`src/rtl/pcs_pkg.sv`:
```
package pcs_pkg;
    localparam int PC_AW = 11;
    localparam int PC_DW = 8;

    typedef enum logic [3:0] {
        SRC_HOLD,
        SRC_INC,
        SRC_SKIP,
        SRC_ALU,
        SRC_JMP_S,
        SRC_CALL_S,
        SRC_JMP_L,
        SRC_CALL_L,
        SRC_RET
    } pc_src_e;
endpackage

```
`src/rtl/pcs_src_sel.sv`:
```
module pcs_src_sel
    import pcs_pkg::*;
(
    input  logic    adv,
    input  logic    skip,
    input  logic    alu_wr,
    input  logic    jmp_short,
    input  logic    call_short,
    input  logic    jmp_long,
    input  logic    call_long,
    input  logic    ret,
    output pc_src_e src
);
    // fixed priority: return first, plain advance last
    always_comb begin
        if (ret)             src = SRC_RET;
        else if (call_long)  src = SRC_CALL_L;
        else if (jmp_long)   src = SRC_JMP_L;
        else if (call_short) src = SRC_CALL_S;
        else if (jmp_short)  src = SRC_JMP_S;
        else if (alu_wr)     src = SRC_ALU;
        else if (skip)       src = SRC_SKIP;
        else if (adv)        src = SRC_INC;
        else                 src = SRC_HOLD;
    end
endmodule

```
`src/rtl/pcs_addr_mux.sv`:
```
module pcs_addr_mux
    import pcs_pkg::*;
#(
    parameter  int AW = PC_AW,
    parameter  int DW = PC_DW,
    localparam int PW = AW - DW - 1,
    localparam int SJ = DW + 1
) (
    input  pc_src_e        src,
    input  logic [AW-1:0]  pc_cur,
    input  logic [AW-1:0]  stk_top,
    input  logic [AW-1:0]  imm_field,
    input  logic [DW-1:0]  alu_data,
    input  logic [PW-1:0]  page_sel,
    output logic [AW-1:0]  pc_nxt
);
    logic [AW-1:0] inc1;
    logic [AW-1:0] inc2;
    logic [AW-1:0] paged_byte_imm;
    logic [AW-1:0] paged_byte_alu;
    logic [AW-1:0] paged_short_jmp;

    always_comb begin
        inc1            = pc_cur + AW'(1);
        inc2            = pc_cur + AW'(2);
        // bit DW is forced low for byte-wide targets
        paged_byte_imm  = {page_sel, 1'b0, imm_field[DW-1:0]};
        paged_byte_alu  = {page_sel, 1'b0, alu_data};
        paged_short_jmp = {page_sel, imm_field[SJ-1:0]};

        unique case (src)
            SRC_INC:    pc_nxt = inc1;
            SRC_SKIP:   pc_nxt = inc2;
            SRC_ALU:    pc_nxt = paged_byte_alu;
            SRC_JMP_S:  pc_nxt = paged_short_jmp;
            SRC_CALL_S: pc_nxt = paged_byte_imm;
            SRC_JMP_L,
            SRC_CALL_L: pc_nxt = imm_field;
            SRC_RET:    pc_nxt = stk_top;
            default:    pc_nxt = pc_cur;
        endcase
    end
endmodule

```
`src/rtl/pcs_ret_stack.sv`:
```
module pcs_ret_stack
    import pcs_pkg::*;
#(
    parameter  int AW    = PC_AW,
    localparam int DEPTH = 2,
    localparam int CW    = $clog2(DEPTH + 1)
) (
    input  logic          clk,
    input  logic          rst_n,
    input  logic          push,
    input  logic          pop,
    input  logic [AW-1:0] push_val,
    output logic [AW-1:0] top_val
);
    typedef struct packed {
        logic [AW-1:0] top;
        logic [AW-1:0] bot;
        logic [CW-1:0] cnt;
    } stk_t;

    stk_t stk_d, stk_q;

    always_comb begin
        stk_d = stk_q;
        if (push) begin
            // the older entry falls off when full
            stk_d.top = push_val;
            stk_d.bot = stk_q.top;
            if (stk_q.cnt != CW'(DEPTH))
                stk_d.cnt = stk_q.cnt + CW'(1);
        end else if (pop) begin
            // keep the last entry read when nothing is left below it
            if (stk_q.cnt == CW'(DEPTH))
                stk_d.top = stk_q.bot;
            if (stk_q.cnt != '0)
                stk_d.cnt = stk_q.cnt - CW'(1);
        end
    end

    always_ff @(posedge clk) begin
        if (!rst_n) begin
            stk_q <= '0;
        end else begin
            stk_q <= stk_d;
        end
    end

    assign top_val = stk_q.top;
endmodule

```
`src/rtl/paged_pc_unit.sv`:
```
module paged_pc_unit
    import pcs_pkg::*;
#(
    parameter  int AW = PC_AW,
    parameter  int DW = PC_DW,
    localparam int PW = AW - DW - 1
) (
    input  logic          clk,
    input  logic          rst_n,
    input  logic          adv,
    input  logic          skip,
    input  logic          alu_wr,
    input  logic [DW-1:0] alu_data,
    input  logic          jmp_short,
    input  logic          call_short,
    input  logic          jmp_long,
    input  logic          call_long,
    input  logic          ret,
    input  logic [AW-1:0] imm_field,
    input  logic [PW-1:0] page_sel,
    output logic [AW-1:0] fetch_addr,
    output logic [DW-1:0] pc_low
);
    localparam logic [AW-1:0] RESET_PC = '1;

    typedef struct packed {
        logic [AW-1:0] pc;
    } pc_state_t;

    pc_state_t     st_d, st_q;
    pc_src_e       src;
    logic [AW-1:0] stk_top;
    logic [AW-1:0] pc_nxt;
    logic [AW-1:0] link_addr;
    logic          do_push;
    logic          do_pop;

    pcs_src_sel u_sel (
        .adv        (adv),
        .skip       (skip),
        .alu_wr     (alu_wr),
        .jmp_short  (jmp_short),
        .call_short (call_short),
        .jmp_long   (jmp_long),
        .call_long  (call_long),
        .ret        (ret),
        .src        (src)
    );

    pcs_addr_mux #(.AW(AW), .DW(DW)) u_mux (
        .src       (src),
        .pc_cur    (st_q.pc),
        .stk_top   (stk_top),
        .imm_field (imm_field),
        .alu_data  (alu_data),
        .page_sel  (page_sel),
        .pc_nxt    (pc_nxt)
    );

    always_comb begin
        link_addr = st_q.pc + AW'(1);
        do_push   = (src == SRC_CALL_S) || (src == SRC_CALL_L);
        do_pop    = (src == SRC_RET);
        st_d      = st_q;
        st_d.pc   = pc_nxt;
    end

    pcs_ret_stack #(.AW(AW)) u_stk (
        .clk      (clk),
        .rst_n    (rst_n),
        .push     (do_push),
        .pop      (do_pop),
        .push_val (link_addr),
        .top_val  (stk_top)
    );

    always_ff @(posedge clk) begin
        if (!rst_n) begin
            st_q.pc <= RESET_PC;
        end else begin
            st_q <= st_d;
        end
    end

    assign fetch_addr = st_q.pc;
    assign pc_low     = st_q.pc[DW-1:0];
endmodule

```
`config.mk`:
```
export PLATFORM = sky130hd
export DESIGN_NAME = paged_pc_unit
export DESIGN_NICKNAME = d
export VERILOG_FILES = /design/src/rtl/pcs_pkg.sv /design/src/rtl/pcs_src_sel.sv /design/src/rtl/pcs_addr_mux.sv /design/src/rtl/pcs_ret_stack.sv /design/src/rtl/paged_pc_unit.sv
export SDC_FILE = /design/constraint.sdc
export NUM_CORES = 1
export LEC_CHECK = 0
export BUFFER_PORTS_ARGS = -buffer_cell sky130_fd_sc_hd__buf_2
export CAP_MARGIN = 20
export CORE_MARGIN = 2
export CORE_UTILIZATION = 55
export CTS_BUF_LIST = sky130_fd_sc_hd__clkbuf_16
export DETAILED_ROUTE_END_ITERATION = 16
export PLACE_DENSITY = 0.89
export SYNTH_ARGS = -nofsm -noshare
export SYNTH_HDL_FRONTEND = slang
export SYNTH_SLANG_ARGS = --single-unit
export TNS_END_PERCENT = 10
```
`constraint.sdc`:
```
create_clock -name clk -period 2.1 [get_ports clk]
set_input_delay 0.105 -clock clk [delete_from_list [all_inputs] [get_ports clk]]
set_output_delay 0.105 -clock clk [all_outputs]
set_load 0.02 [all_outputs]
```
; Word-level counts from Yosys, hierarchy flattened
; Cells that the tools add are included.
[word_totals]
regBits = 35
latch_bits = 0
mem_bits_rw = 0
mem_bits_ro = 0
input_bits = 31
word_cells = 44
n_memories = 0
[op_classes]
n_addsub = 4
mul = 0
div_mod_pow = 0
order_cmp = 0
n_eq_ne = 11
shifts = 0
muxes = 16
bitwise = 0
n_reduce_logical = 9
[ops]
columns = operator, count
row1 = $pmux 11 s7, 1
row2 = $mux 11, 3
row3 = $mux 4, 7
row4 = $eq 4x3->1 const B, 4
row5 = $add 11x1->11 const B, 1
row6 = $add 11x2->11 const B, 1
row7 = $eq 4x2->1 const B, 2
row8 = $mux 2, 4
row9 = $reduce_bool 2->1, 4
row10 = $reduce_bool 7->1, 1
row11 = $eq 4x1->1 const B, 1
row12 = $eq 4x4->1 const B, 1
row13 = $reduce_and 3->1, 1
row14 = $add 2x1->2 const B, 1
row15 = $eq 2x2->1 const B, 1
row16 = $ne 2x1->1 const B, 1
row17 = $ne 2x2->1 const B, 1
row18 = $reduce_and 2->1, 1
row19 = $reduce_or 2->1, 1
row20 = $sub 2x1->2 const B, 1
row21 = $logic_or 1x1->1, 1
row22 = $mux 1, 1

; Logic depth before layout (Yosys ltp)
; Gate-level depths: netlist (run 1).
[logic_depth]
word_depth = 12
ltp_mapped = 8
mapped_depth_nobuf = 6

; Hierarchy
; Synthesis (run 1) repeated with hierarchy kept, for this count alone.
[hier_totals]
hier_cells = 299
area_unflattened_um2 = 2456.1
[modules_own_cells]
columns = module, instances, cells_each, area_per_inst_um2, seq_area_each_um2
row1 = pcs_ret_stack, 1, 120, 1078.5, 480.5
row2 = pcs_addr_mux, 1, 111, 769.5, 0.0
row3 = paged_pc_unit, 1, 56, 533.0, 220.2
row4 = pcs_src_sel, 1, 12, 75.1, 0.0

; Worst setup path after synthesis (run 1)
; OpenSTA, ideal clock, no wires.
[synth_path]
path_kind = flip-flop to flip-flop
from = register st_q (netlist bit fetch_addr[4])
to = register st_q (netlist bit fetch_addr[8])
t_arrival_ps = 1655
required_time_ps = 1959
slack_ps = 304
stages_incl_launch_ff = 7
n_path_buf = 1
path_cell_list = dfxtp_1 -> clkbuf_1 -> and4_1 -> nand4_1 -> xnor2_1 -> a221oi_1 -> o211ai_1
[synth_via]
elab_chain_cells = 2
word_cells_on_any_way = 3
[synth_rtl]
columns = item, line
row1 = start: declaration, paged_pc_unit.sv:30  ; pc_state_t st_d, st_q;
row2 = start signal: assignment, paged_pc_unit.sv:81  ; st_q <= st_d;
row3 = $add 11x2->11 or $add 11x1->11 (tied branches), "pcs_addr_mux.sv:25, pcs_addr_mux.sv:24"
row4 = $pmux 11 s7 (*), pcs_addr_mux.sv:31  ; unique case (src)
; Every way passes the cells marked *; elsewhere a longest branch is shown, timed or not.
; A chain may end at the register's enable or synchronous reset.

; Worst setup path in the final report (run 1)
[layout_path]
from = register st_q (netlist bit fetch_addr[1])
to = register st_q (netlist bit fetch_addr[9])
; The elaborated chain is that of the path after synthesis.

==> reports/qor.txt, run 1 <==
Outcome: complete, no violations
Switching share of power: 0.312
Crit path max-delay family: flip-flops
# rows: 23
CTS tree: done
Number of synthesized register bits: 35
Clock Tree Root: clkbuf_16
Post-CTS Setup Inserts: 0
Setup TNS: 0 ns
P_int: 1320 uW
Clock transition at the registers of the reported paths: 0.06 ns
Largest net degree at the start of global routing: 27
Pleak: 0.00120 uW
Switching Power: 598 uW
Post-CTS Hold Fix Bufs: 0
Total Die Area: 0.00476 sq mm
Clock network power share: 0.368
Area leader, netlist: dfxtp_1
Num Clock Sinks: 35
Max-slew headroom: 0.642
Post-route ant nets: 0
Most common cell in the synthesized netlist: nand2_1
Syn_nets: 339
Logic pwr share: 0.237
Post-CTS sizing: 0
Final hold violations: 0
Core area: 0.00403 sq mm
Worst stage delay on the critical path: 0.48 ns
Via Count: 2,461
Crit-path cells: ha_1 -> nand2_1 -> nor3_1 -> xor2_1 -> a21oi_1 -> o211ai_1
Worst skew pair latency: 0.28 ns
Worst Path Required: 2.30 ns
Highest-delay cell along the critical path: dfxtp_1
Share of cells above drive strength 1: 0.220
TritonCTS Buffers: 5
Synthesis Warnings: 0
H-tree Lvls: 2
Final period utilization: 0.878
Setup Crit Path Kind: reg -> reg
Worst Path Arrival: 2.05 ns
Final Max Slew Viols: 0
Vias per cell: 6.21
EDFF count, synth: 0
Die height: 69.0 um
Synth top area cells: dfxtp_1, nand2_1, mux2i_1
Worst-Margin Slew: 0.532 ns
Residual DRC: 0
# nets final: 378
Part of the power in registers: 0.396
Final WL: 6650 um
Drt first-iter violations: 375
Synth cell count leaders: nand2_1, dfxtp_1, clkbuf_1, a21oi_1, nor2_1
Routability congestion estimate: 0.971
TritonRoute pass-1 iters: 5
First-pass GRT wire length: 10,200 um
Buf/Inv on CP: 0
Starting Density: 0.576
PnR Total Power: 1920 uW
Share of the synthesized area in the top cell type: 0.302
I/O Buffers: 49
Final min period: 1.84 ns
Post-synth top flop: dfxtp_1
Synth Instances: 306
Crit-path max FO: 8
Sequential fraction of the synthesis area: 0.302
Wire per inst: 16.8 um
Setup crit end kind: flip-flop
Initial antenna violation count: 0
Die Wd: 69.0 um
Crit path launch type: flip-flop
Vias in the first global route: 2,143
Worst Skew: 0.00519 ns
Setup Viol. Count Final: 0
Synth cell types: 47
VDD IR max: 0.000316 V
Unrepaired setup endpoints after global routing: no
Io pins: 50
FMAX: 543 MHz
Final HPWL DP: 4900 um
Post-Syn Area: 0.00232 sq mm
Max-cap violations: 0
HP Class: in -> reg
GR Util All Layers: 0.299
Antenna cells: 0
Synth-to-Final Area Change: 16.9%
Syn avg cell area: 7.58 sq um
FFs w/ async S/R, synth: 0
Clk buf depth: 2
Cell Pwr Density: 708 mW/mm^2
Grt ovf: 0
kinds of logic (layout without fill, tap and decap cells):
logic type                 count (synthesis)  in the layout  synth area share
and+or+nand+nor                          133            133             0.272
muxes                                     13             13            0.0566
adders and majority gates                  2              2            0.0108
AOI/OAI and AO/OA                         67             67             0.205
xor gates and xnor gates                  20             20            0.0755
buffers and inverters                     36             76            0.0782
DFF                                       35             35             0.302
worst register-to-register path: stages, from the launching register on:
cell      delay (ns)
dfxtp_1         0.48
ha_1            0.34
nand2_1         0.17
nor3_1          0.30
xor2_1          0.23
a21oi_1         0.10
o211ai_1        0.16
cell type report:
cell class	count	area, sq um
clock buffers	5	125
repair buffers	64	358
multi-input cells	235	1440
flip-flops and latches	35	701
inverters	4	15.0
fillers	371	1320
well taps	50	62.6
clock inverters	3	12.5
sequential cells by signal, summed over array words and instances, names as in the netlist:
name           flops
fetch_addr        11
u_stk.stk_q       13
u_stk.top_val     11
power by group through the flow:
stage / Combinational, uW / Clock (uW) / Sequential, uW
6_report: 454 / 706 / 760
5_1_grt: 496 / 738 / 764
4_1_cts: 448 / 711 / 758
3_5_place_dp: 446 / 0 / 772
3_3_place_gp: 436 / 0 / 770
2_1_floorplan: 299 / 0 / 782
routing by layer:
metal / vias up / GRT usage / wire length (um)
li1: 1148 / - / -
met1: 1130 / 0.366 / 2720
met2: 155 / 0.490 / 3060
met3: 28 / 0.0682 / 631
met4: 0 / 0.147 / 245
met5: - / 0 / 0
cell usage in the layout (no fill, tap or decap), types with 3 or more instances in the layout:
cell	Yosys	final
a21boi_0	11	11
a21oi_1	18	18
a221oi_1	6	6
a32oi_1	3	3
and3_1	6	6
buf_2	1	49
buf_4	8	15
clkbuf_16	0	5
dfxtp_1	35	35
inv_1	4	6
mux2i_1	12	12
nand2_1	63	63
nand2b_1	5	5
nand3_1	9	9
nand4_1	6	6
nor2_1	15	15
nor2b_1	3	3
nor3_1	10	10
nor3b_1	3	3
o211a_1	4	4
o211ai_1	5	5
o21a_1	3	3
o21ai_0	5	5
or3_1	4	4
xnor2_1	9	9
xor2_1	11	11
stage by stage:
| step | area, sq um | utilization | instances | hold slack, ns | worst slack [ns] |
|---|---|---|---|---|---|
| global route | 2710 | 0.673 | 396 | 0.172 | 0.0866 |
| floorplan | 2320 | - | 306 | 0.307 | 0.304 |
| finish | 2710 | 0.673 | 396 | 0.158 | 0.257 |
| CTS | 2710 | 0.673 | 396 | 0.157 | 0.272 |
| detailed placement | 2570 | 0.639 | 388 | 0.446 | 0.300 |
| global placement | 2570 | 0.639 | 388 | 0.429 | 0.339 |
final timing paths:
path / startpoint / end / slack, ns / cells past startpoint
max: fetch_addr[1]$_SDFFE_PN1P_ / fetch_addr[9]$_SDFFE_PN1P_ / 0.26 / 6
min: imm_field[5] / fetch_addr[5]$_SDFFE_PN1P_ / 0.16 / 3
max reg2reg: fetch_addr[1]$_SDFFE_PN1P_ / fetch_addr[9]$_SDFFE_PN1P_ / 0.26 / 6
min reg2reg: u_stk.stk_q[8]$_SDFFE_PN0N_ / u_stk.stk_q[8]$_SDFFE_PN0N_ / 0.46 / 2
Power figures use the tool's default switching activity.
==> run 2: changes to the inputs <==
- ABC_AREA: unset -> 1
==> run 2 against run 1 <==
  * Die area up 5.5%
  * Sequential share of layout area down 0.77 points
  * Fmax up 17%
  * Flip-flop and latch count unchanged
  * Cell count up 26%
  * Sequential power about the same
  * Critical endpoint unchanged
  * Largest cell class unchanged
==> reports/qor.txt, run 2 <==
Outcome: complete, no violations
FFs w/ async S/R, synth: 0
Worst Path Arrival: 1.81 ns
Clock transition at the registers of the reported paths: 0.06 ns
Share of cells above drive strength 1: 0.183
Worst stage delay on the critical path: 0.41 ns
Antenna cells: 0
Synthesis Warnings: 0
Clock network power share: 0.374
Io pins: 50
Final Max Slew Viols: 0
Post-CTS sizing: 0
Clock Tree Root: clkbuf_16
Number of flip-flops in the largest register: 13
EDFF count, synth: 0
Buf/Inv on CP: 0
Post-Syn Area: 0.00246 sq mm
I/O Buffers: 49
VDD IR max: 0.000495 V
Core area: 0.00432 sq mm
Crit path max-delay family: simple AND/OR/NAND/NOR gates
Post-CTS Hold Fix Bufs: 0
Wire per inst: 13.1 um
Worst Skew: 0.00399 ns
Largest net degree at the start of global routing: 27
Leading cell types in the layout, fill and taps excluded: nand2_1, nand3_1, buf_2
HP Class: in -> reg
Setup crit end kind: flip-flop
Max-slew headroom: 0.524
Residual DRC: 0
Grt ovf: 0
Initial antenna violation count: 0
GR Layer Usage met2: 0.447
Num Clock Sinks: 35
Highest-delay cell along the critical path: dfxtp_1
Worst-Margin Slew: 0.713 ns
Die Wd: 70.8 um
Vias per cell: 5.41
Reg area: 701 sq um
Pleak: 0.00149 uW
Total Die Area: 0.00502 sq mm
Cell Pwr Density: 689 mW/mm^2
Top reg by flops: u_stk.stk_q
Setup TNS: 0 ns
Die height: 70.8 um
Unrepaired setup endpoints after global routing: no
Final hold violations: 0
Final HPWL DP: 4720 um
Drt first-iter violations: 318
Final design utilization: 0.647
Via Count: 2,699
Logic pwr share: 0.232
Synth-to-Final Area Change: 13.8%
Most frequent CP cell: nand2_1
Post-CTS Setup Inserts: 0
Routability congestion estimate: 0.944
Final WL: 6550 um
Part of the power in registers: 0.394
Crit-path max FO: 6
Final period utilization: 0.753
TritonCTS Buffers: 5
Sequential fraction of the synthesis area: 0.285
Area leader, netlist: dfxtp_1
Commonest non-fill, non-tap cell in the layout: nand2_1
Synth cell count leaders: nand2_1, nand3_1, inv_1, dfxtp_1, a21oi_1
Synth Instances: 407
Post-synth top flop: dfxtp_1
GR Util met1: 0.356
# rows: 24
Multi-input logic area: 0.00140 sq mm
Switching Power: 629 uW
Worst Path Required: 2.33 ns
Worst skew pair latency: 0.28 ns
Synth cell types: 29
Setup Viol. Count Final: 0
FMAX: 632 MHz
GR peak layer: met2
H-tree Lvls: 2
CTS tree: done
Share of the synthesized area in the top cell type: 0.285
# nets final: 479
First-pass GRT wire length: 10,900 um
Clk buf depth: 2
Most common cell in the synthesized netlist: nand2_1
GR Util All Layers: 0.272
Synth top area cells: dfxtp_1, nand2_1, nand3_1
Setup Crit Path Kind: reg -> reg
Starting Density: 0.568
Crit path launch type: flip-flop
Switching share of power: 0.327
Syn avg cell area: 6.04 sq um
Post-route ant nets: 0
Number of synthesized register bits: 35
Fillers: 398
Vias in the first global route: 2,412
Syn_nets: 440
Crit-path cells: ha_1 -> nand2_1 -> nor2_1 -> nand2_1 -> o21ai_0 -> nand2_1 -> nor2_1 -> nor2_1 -> nand2_1 -> nand2_1 -> nand2_1
TritonRoute pass-1 iters: 5
Final min period: 1.58 ns
PnR Total Power: 1930 uW
P_int: 1300 uW
Max-cap violations: 0
Met3 GRT Util: 0.0385
==> run 2: logic make-up after synthesis <==
family	Yosys count	synth area share
and+or+nand+nor	239	0.428
buffers and inverters	77	0.146
adders and majority gates	2	0.0102
xor gates and xnor gates	9	0.0321
DFF	35	0.285
AOI/OAI and AO/OA	45	0.0988
==> run 2: cell type report <==
cell class                 instances  share of cell area
multi-input combinational        295               0.500
sequential                        35               0.251
timing repair buffer              55               0.104
inverter                          54              0.0725
clock buffer                       5              0.0447
tap                               52              0.0233
clock inverter                     3             0.00537
==> run 2: worst paths after layout <==
kind              cells past startpoint                        start                     endpoint  slack, ns
setup / recovery                     11   fetch_addr[2]$_SDFFE_PN1P_   fetch_addr[9]$_SDFFE_PN1P_       0.52
hold / removal                        5                  page_sel[0]   fetch_addr[9]$_SDFFE_PN1P_       0.11
setup reg to reg                     11   fetch_addr[2]$_SDFFE_PN1P_   fetch_addr[9]$_SDFFE_PN1P_       0.52
hold reg to reg                       2  u_stk.stk_q[8]$_SDFFE_PN0N_  u_stk.stk_q[8]$_SDFFE_PN0N_       0.47
==> run 2: routing by layer <==
layer	wire (um)	share of wire
met5	0	0
met4	206	0.031
met3	521	0.080
met2	3030	0.46
met1	2790	0.43
==> run 2: power groups by stage <==
stage / Clock [uW] / Sequential [uW] / Combinational, uW
finish: 720 / 760 / 446
global route: 751 / 767 / 500
CTS: 721 / 759 / 443
detailed placement: 0 / 773 / 440
global placement: 0 / 771 / 433
floorplan: 0 / 790 / 308
==> run 2: through the flow <==
step	setup WS (ns)	cells	hold WS, ns	instance area (sq um)
2_1_floorplan	0.424	407	0.203	2460
3_3_place_gp	0.442	491	0.391	2660
3_5_place_dp	0.399	491	0.395	2660
4_1_cts	0.536	499	0.108	2800
5_1_grt	0.300	499	0.167	2800
6_report	0.518	499	0.106	2800
==> run 2: tightest hold or removal path: cells and delay by family <==
family | cells | cell delay [ns]
and+or+nand+nor | 4 | 0.17
buffers and inverters | 1 | 0.07
